### config.mk
export PLATFORM = sky130hd
export DESIGN_NAME = dma_resp_port
export DESIGN_NICKNAME = d
export VERILOG_FILES = /design/src/rtl/dma_resp_pkg.sv /design/src/rtl/dma_resp_ctrl.sv /design/src/rtl/dma_resp_data.sv /design/src/rtl/dma_resp_port.sv
export SDC_FILE = /design/constraint.sdc
export NUM_CORES = 1
export LEC_CHECK = 0
export ABC_CLOCK_PERIOD_IN_PS = 8500
export BUFFER_PORTS_ARGS = -buffer_cell sky130_fd_sc_hd__buf_4
export CORE_MARGIN = 1.5
export CORE_UTILIZATION = 40
export DETAILED_ROUTE_END_ITERATION = 12
export RECOVER_POWER = 100
export SLEW_MARGIN = 20
export SYNTH_ARGS = -nofsm -noshare
export SYNTH_HDL_FRONTEND = slang
export SYNTH_SLANG_ARGS = --single-unit
### constraint.sdc
create_clock -name clk -period 8.5 [get_ports clk]
set_clock_uncertainty 0.1 [all_clocks]
set_input_delay 0.425 -clock clk [delete_from_list [all_inputs] [get_ports clk]]
set_output_delay 0.425 -clock clk [all_outputs]
set_load 0.05 [all_outputs]
### src/rtl/dma_resp_pkg.sv
package dma_resp_pkg;

  localparam int BYTES_W = 32;
  localparam int ERR_W   = 8;
  localparam int DATA_W  = 32;
  localparam int BE_W    = DATA_W / 8;

  typedef struct packed {
    logic [BYTES_W-1:0] bytes;
    logic [ERR_W-1:0]   err;
    logic               early;
  } resp_t;

  // strobes from control to datapath
  typedef struct packed {
    logic push;   // store incoming record
    logic pop;    // retire head record
    logic load;   // capture read data
    logic selHi;  // select status word
    logic zero;   // return zero (empty store)
  } strobe_t;

endpackage

### src/rtl/dma_resp_ctrl.sv
module dma_resp_ctrl
  import dma_resp_pkg::*;
#(
  parameter int DEPTH  = 8,
  parameter int ADDR_W = 3
) (
  input  logic              clk,
  input  logic              rstN,
  input  logic              respValid,
  input  logic              rdEn,
  input  logic [ADDR_W-1:0] rdAddr,
  input  logic [BE_W-1:0]   rdByteEn,
  output strobe_t           strb,
  output logic              full
);

  localparam int CNT_W = $clog2(DEPTH + 1);
  localparam logic [CNT_W-1:0] CNT_MAX = CNT_W'(DEPTH);

  logic [CNT_W-1:0] count;
  logic             empty;
  logic             hiWord;
  logic             popReq;

  assign empty  = (count == '0);
  assign full   = (count == CNT_MAX);
  assign hiWord = rdAddr[2];
  assign popReq = rdEn && hiWord && rdByteEn[BE_W-1];

  always_comb begin
    strb       = '0;
    strb.pop   = popReq && !empty;
    strb.push  = respValid && (!full || strb.pop);
    strb.load  = rdEn;
    strb.selHi = hiWord;
    strb.zero  = empty;
  end

  always_ff @(posedge clk) begin
    if (!rstN) begin
      count <= '0;
    end else begin
      unique case ({strb.push, strb.pop})
        2'b10:   count <= count + 1'b1;
        2'b01:   count <= count - 1'b1;
        default: count <= count;
      endcase
    end
  end

endmodule

### src/rtl/dma_resp_data.sv
module dma_resp_data
  import dma_resp_pkg::*;
#(
  parameter int DEPTH = 8
) (
  input  logic              clk,
  input  logic              rstN,
  input  strobe_t           strb,
  input  resp_t             inResp,
  output logic [DATA_W-1:0] rdData
);

  localparam int PTR_W = (DEPTH > 1) ? $clog2(DEPTH) : 1;
  localparam logic [PTR_W-1:0] PTR_LAST = PTR_W'(DEPTH - 1);
  localparam int PAD_W = DATA_W - ERR_W - 1;

  resp_t            store [DEPTH];
  logic [PTR_W-1:0] wrPtr;
  logic [PTR_W-1:0] rdPtr;
  resp_t            head;
  logic [DATA_W-1:0] loWord;
  logic [DATA_W-1:0] hiWord;

  function automatic logic [PTR_W-1:0] nextPtr(input logic [PTR_W-1:0] p);
    return (p == PTR_LAST) ? '0 : p + 1'b1;
  endfunction

  assign head   = store[rdPtr];
  assign loWord = head.bytes;
  assign hiWord = {{PAD_W{1'b0}}, head.early, head.err};

  always_ff @(posedge clk) begin
    if (strb.push) store[wrPtr] <= inResp;
  end

  always_ff @(posedge clk) begin
    if (!rstN) begin
      wrPtr  <= '0;
      rdPtr  <= '0;
      rdData <= '0;
    end else begin
      if (strb.push) wrPtr <= nextPtr(wrPtr);
      if (strb.pop)  rdPtr <= nextPtr(rdPtr);
      if (strb.load) begin
        if (strb.zero)       rdData <= '0;
        else if (strb.selHi) rdData <= hiWord;
        else                 rdData <= loWord;
      end
    end
  end

endmodule

### src/rtl/dma_resp_port.sv
module dma_resp_port
  import dma_resp_pkg::*;
#(
  parameter int DEPTH  = 8,
  parameter int ADDR_W = 3
) (
  input  logic              clk,
  input  logic              rstN,
  input  logic              respValid,
  input  logic [31:0]       respBytes,
  input  logic [7:0]        respError,
  input  logic              respEarly,
  output logic              respFull,
  input  logic              rdEn,
  input  logic [ADDR_W-1:0] rdAddr,
  input  logic [3:0]        rdByteEn,
  output logic [31:0]       rdData
);

  strobe_t strb;
  resp_t   inResp;

  assign inResp = '{bytes: respBytes, err: respError, early: respEarly};

  dma_resp_ctrl #(.DEPTH(DEPTH), .ADDR_W(ADDR_W)) i_ctrl (
    .clk       (clk),
    .rstN      (rstN),
    .respValid (respValid),
    .rdEn      (rdEn),
    .rdAddr    (rdAddr),
    .rdByteEn  (rdByteEn),
    .strb      (strb),
    .full      (respFull)
  );

  dma_resp_data #(.DEPTH(DEPTH)) i_data (
    .clk    (clk),
    .rstN   (rstN),
    .strb   (strb),
    .inResp (inResp),
    .rdData (rdData)
  );

endmodule

---- Word level (Yosys, flattened, before mapping) ----
Memories as Yosys holds them, arrays and structs flattened. A register that Yosys moved wholly into a read port is not among the register bits.
Cells that the tools add are included.
operators by class
  $add $sub $neg .......................... 4
  equal/unequal tests ..................... 5
  mux-type cells .......................... 9
  reduce and logical (&&, ||, !) cells .... 9
operators with widths
  operator               count
  $mux W32               2
  $mux W3                4
  $pmux W4 S2            1
  $add A3 B1 Y3 const B  2
  $eq A3 B3 Y1 const B   2
  $add A4 B1 Y4 const B  1
  $eq A4 B4 Y1 const B   1
  $logic_and A1 B1 Y1    4
  $logic_not A4 Y1       1
  $sub A4 B1 Y4 const B  1
  $eq A2 B1 Y1 const B   1
  $eq A2 B2 Y1 const B   1
  $logic_not A1 Y1       2
  $mux W1                2
  $reduce_bool A2 Y1     1
  $logic_or A1 B1 Y1     1
storage, ports and cells
  flip-flop bits (word level) ............. 42
  memory bits (writable) .................. 328
  input bits .............................. 52
  logic and storage cells ................. 32
  memories ................................ 1
memories
  memory        depth  bits a word  read ports  clocked after memory_dff  wr ports  RTL line             source
  i_data.store  8      41           1           1                         1         dma_resp_data.sv:17  resp_t store [DEPTH];

---- Depth between registers and ports, before layout ----
  word-level depth ........................ 7
  mapped depth ............................ 11

---- Hierarchy ----
A second synthesis with hierarchy kept.
unflattened totals
  cell total of the unflattened synthesis .. 709
  area, all modules ....................... 14373.8 sq um
by module, submodules not included
  module         times used  cells an instance  area each (sq um)
  dma_resp_data  1           634                13814.5
  dma_resp_ctrl  1           75                 559.3

---- Least setup slack after synthesis ----
OpenSTA, ideal clock, no wires.
  path type ............................... flip-flop to flip-flop
  from .................................... register i_ctrl.count[1]
  to ...................................... memory i_data.store[0][0] in the netlist's numbering, enable pin
  library setup time ...................... 541 ps
  data arrival time ....................... 4774 ps
  slack ................................... 3084 ps
  stages on the path, launching flop included .. 5
  buffers on the path ..................... 1
  period minus slack after synthesis ...... 5416 ps
  cell sequence ........................... dfxtp_1 > clkbuf_1 > or4b_1 > o21ai_4 > nor4_1
on the way
  longest elaborated chain between the ends .. 7
  elaborated cells on any way between the ends .. 9
  classes of those cells .................. 1 x eq/ne; 2 x mux; 6 x reduce/logical
RTL lines
  item                             RTL line             source
  start, declared                  dma_resp_ctrl.sv:20  logic [CNT_W-1:0] count;
  start signal, assigned           dma_resp_ctrl.sv:44  2'b10: count <= count + 1'b1;
  start signal, assigned           dma_resp_ctrl.sv:45  2'b01: count <= count - 1'b1;
  start signal, assigned           dma_resp_ctrl.sv:46  default: count <= count;
  $logic_not A4 Y1                 dma_resp_ctrl.sv:25  assign empty = (count == '0);
  $logic_not A1 Y1                 dma_resp_ctrl.sv:32  strb.pop = popReq && !empty;
  $logic_and A1 B1 Y1              dma_resp_ctrl.sv:32
  $logic_or A1 B1 Y1 *             dma_resp_ctrl.sv:33  strb.push = respValid && (!full || strb.pop);
  $logic_and A1 B1 Y1 *            dma_resp_ctrl.sv:33
  $mux W1 *                        dma_resp_data.sv:33  if (strb.push) store[wrPtr] <= inResp;
  $mux W1 (implied by the code) *  dma_resp_data.sv:33
  end, declared                    dma_resp_data.sv:17
Mark *: on every way between the ends. The rest lies on a longest branch, timed or not.

==> results_dict.tcl <==
set metrics [dict create \
    status "finished with violations" \
    violations "max-capacitance violations, max-slew violations" \
    cts_max_path_buffers 3 \
    finalInstanceArea_sq_um 15900 \
    final_common_cell "edfxtp_1" \
    grt_max_degree 57 \
    report.final.hold_viol_count 0 \
    synth_simple_gate_area_share_pct 2.64 \
    synth_top_family_by_area "multiplexers" \
    die_w_um 190 \
    grt_pass1_wl_um 42300 \
    wl_per_cell_um 22.1 \
    drc 0 \
    synth-seq-cells 373 \
    nNetsFinal 850 \
    synth.avg_cell_area_sq_um 20.2 \
    startpoint_type "flip-flop" \
    crit_required_ns 8.85 \
    crit_family "buffers and inverters" \
    crit_path_top_delay_cell "clkbuf_1" \
    cts_root_buffer "clkbuf_16" \
    cts_buffers 38 \
    die_h_um 190 \
    max_stage_delay_ns 2.50 \
    die_area_sq_um 36000 \
    powerDensity_nw_per_um2 237 \
    peakVddDrop_v 0.000119 \
    synthesis.nets 748 \
    fp-row-count 68 \
    post_cts_buffers 0 \
    finalWorstSetupSlack_ns 3.49 \
    grt_usage_pct 16.0 \
    area_growth_syn_to_layout_pct 14.1 \
    synth-compound-area-share_pct 3.19 \
    min_path_type "input pin to flip-flop" \
    dp_hpwl_um 15100 \
    yosysWarnings 0 \
    layout_common_cells "328 x edfxtp_1, 96 x clkbuf_1, 67 x mux4_2" \
    finalCritPeriodShare_pct 58.9 \
    drt_wl_total_um 28300 \
    synth_top_cell_by_area "edfxtp_1" \
    max_clock_freq_mhz 200 \
    maxCapViolCount 12 \
    clock_latency_ns 0.51 \
    rsz0062_at_grt "no" \
    synth_cell_types 36 \
    start_util_pct 40.5 \
    synth.area.top_cells "edfxtp_1 71%, mux4_2 11%, dfxtp_1 6.5%" \
    synthMuxAreaShare_pct 15.1 \
    layout-drive-gt1-share_pct 16.6 \
    place_ws_ns 5.45 \
    grtUsageMet2_pct 25.5 \
    syn_area_sq_um 14000 \
    core_sq_um 34500 \
    worstSetupEndpointType "flip-flop" \
    maxSlewHeadroom_pct -132 \
    synth_xor_area_share_pct 0.188 \
    cp_max_fo 41 \
    hold_buffers 0 \
    drtIter0Drc 449 \
    finalWorstPathRequiredPeriod_ns 5.01 \
    async_flop_share_pct 0 \
    cts_tree "yes" \
    dpl-instance-area_sq_um 15100 \
    syn_inst 689 \
    finalPower_mw 3.77 \
    fin_hold_ws_ns 0.162 \
    place.gp.congestion 0.696 \
    finish.utilization_pct 46.2 \
    slew_violations 305 \
    synth_enable_flop_cells 328 \
    firstDrtPassIters 6 \
    use_met3_pct 3.10 \
    numClockSinks 373 \
    setup_viol 0 \
    cp.arrival_ns 5.36 \
    synth_fa_ha_area_share_pct 0.628 \
    grtUsageMet1_pct 22.6 \
    postRouteAntennaNets 0 \
    via_per_inst 5.18 \
    grt_overflow 0 \
    vias 6613 \
    crit_buf_inv 1 \
    reg2reg_slack_ns 3.49 \
    ys_seq_area_share_pct 77.1 \
    antenna_found_initial 3 \
    crit_chain "clkbuf_1 > nor2b_1 > a22oi_1 > a32oi_1 > nand2_1" \
    critPathKind "flip-flop to flip-flop" \
    tightest_slew_ns 3.48 \
    busiest_layer "met2" \
    place_inst 1206 \
    htree_levels 2 \
    io_buffer_count 79 \
    grt_pass1_vias 6769 \
    fin_cells 1277 \
    p_leak_nw 4.85 \
    synth-main-ff-cell "edfxtp_1" \
    cts.repair.resized 0 \
    path_clk_slew_ns 0.06 \
    io_pins 85 \
    fin_setup_tns_ns 0 \
    synthDominantCellAreaShare_pct 70.6 \
    worstHoldStart "respBytes[9]" \
]
report_power, final:
part / switching, mW / leakage (nW) / internal [mW]
Combinational: 0.118 / 0.937 / 0.0600
Clock: 0.659 / 0.566 / 0.872
Sequential: 0.0201 / 3.35 / 2.04
logic make-up (layout without fill, tap and decap cells):
family,count (synthesis),count (layout)
AO/OA/AOI/OAI,67,67
XOR/XNOR,3,3
adder cells (fa/ha/maj),7,7
buffers and inverters,36,167
flip-flops,373,373
multiplexers,127,127
other,0,2
AND/OR/NAND/NOR,76,76
final timing paths:
path / cells past startpoint / to
worst max-delay path: 5 / i_data.rdData[6]$_SDFFE_PN0P_
worst min-delay path: 1 / i_data.store[5][18]$_DFFE_PP_
worst max register to register: 5 / i_data.rdData[6]$_SDFFE_PN0P_
worst min register to register: 2 / i_data.rdData[29]$_SDFFE_PN0P_
metal layers:
metal	part of all wire, %	wire [um]
met5	0	0
met4	1.5	436
met3	4.8	1360
met2	47	13300
met1	47	13200
cell usage after synthesis, types with 3 or more instances:
master,n
nor2_1,14
dfxtp_1,45
a21oi_1,5
nand2_1,36
a32oi_1,8
o21ai_0,19
buf_1,3
buf_4,3
nor2b_1,4
mux4_2,67
or3_1,3
xor2_1,3
mux2i_1,60
nor3_1,6
a22oi_1,24
buf_2,14
o21ai_1,7
ha_1,7
edfxtp_1,328
clkbuf_1,14
cell type report:
cell class | count | area (sq um)
well taps | 455 | 569
clock buffers | 52 | 1050
diodes | 2 | 5.00
multi-input cells | 280 | 3030
flip-flops and latches | 373 | 10800
inverters | 2 | 7.51
clock inverters | 17 | 101
repair buffers | 96 | 394
fillers | 2943 | 18500
flip-flops by register name, summed over array words and instances (netlist names), named ones only:
name and flops:
i_data.rdPtr 3, i_ctrl.count 4, i_data.wrPtr 3, i_data.rdData 32, i_data.store 328
Note: power is estimated with default switching activity, not from simulation.
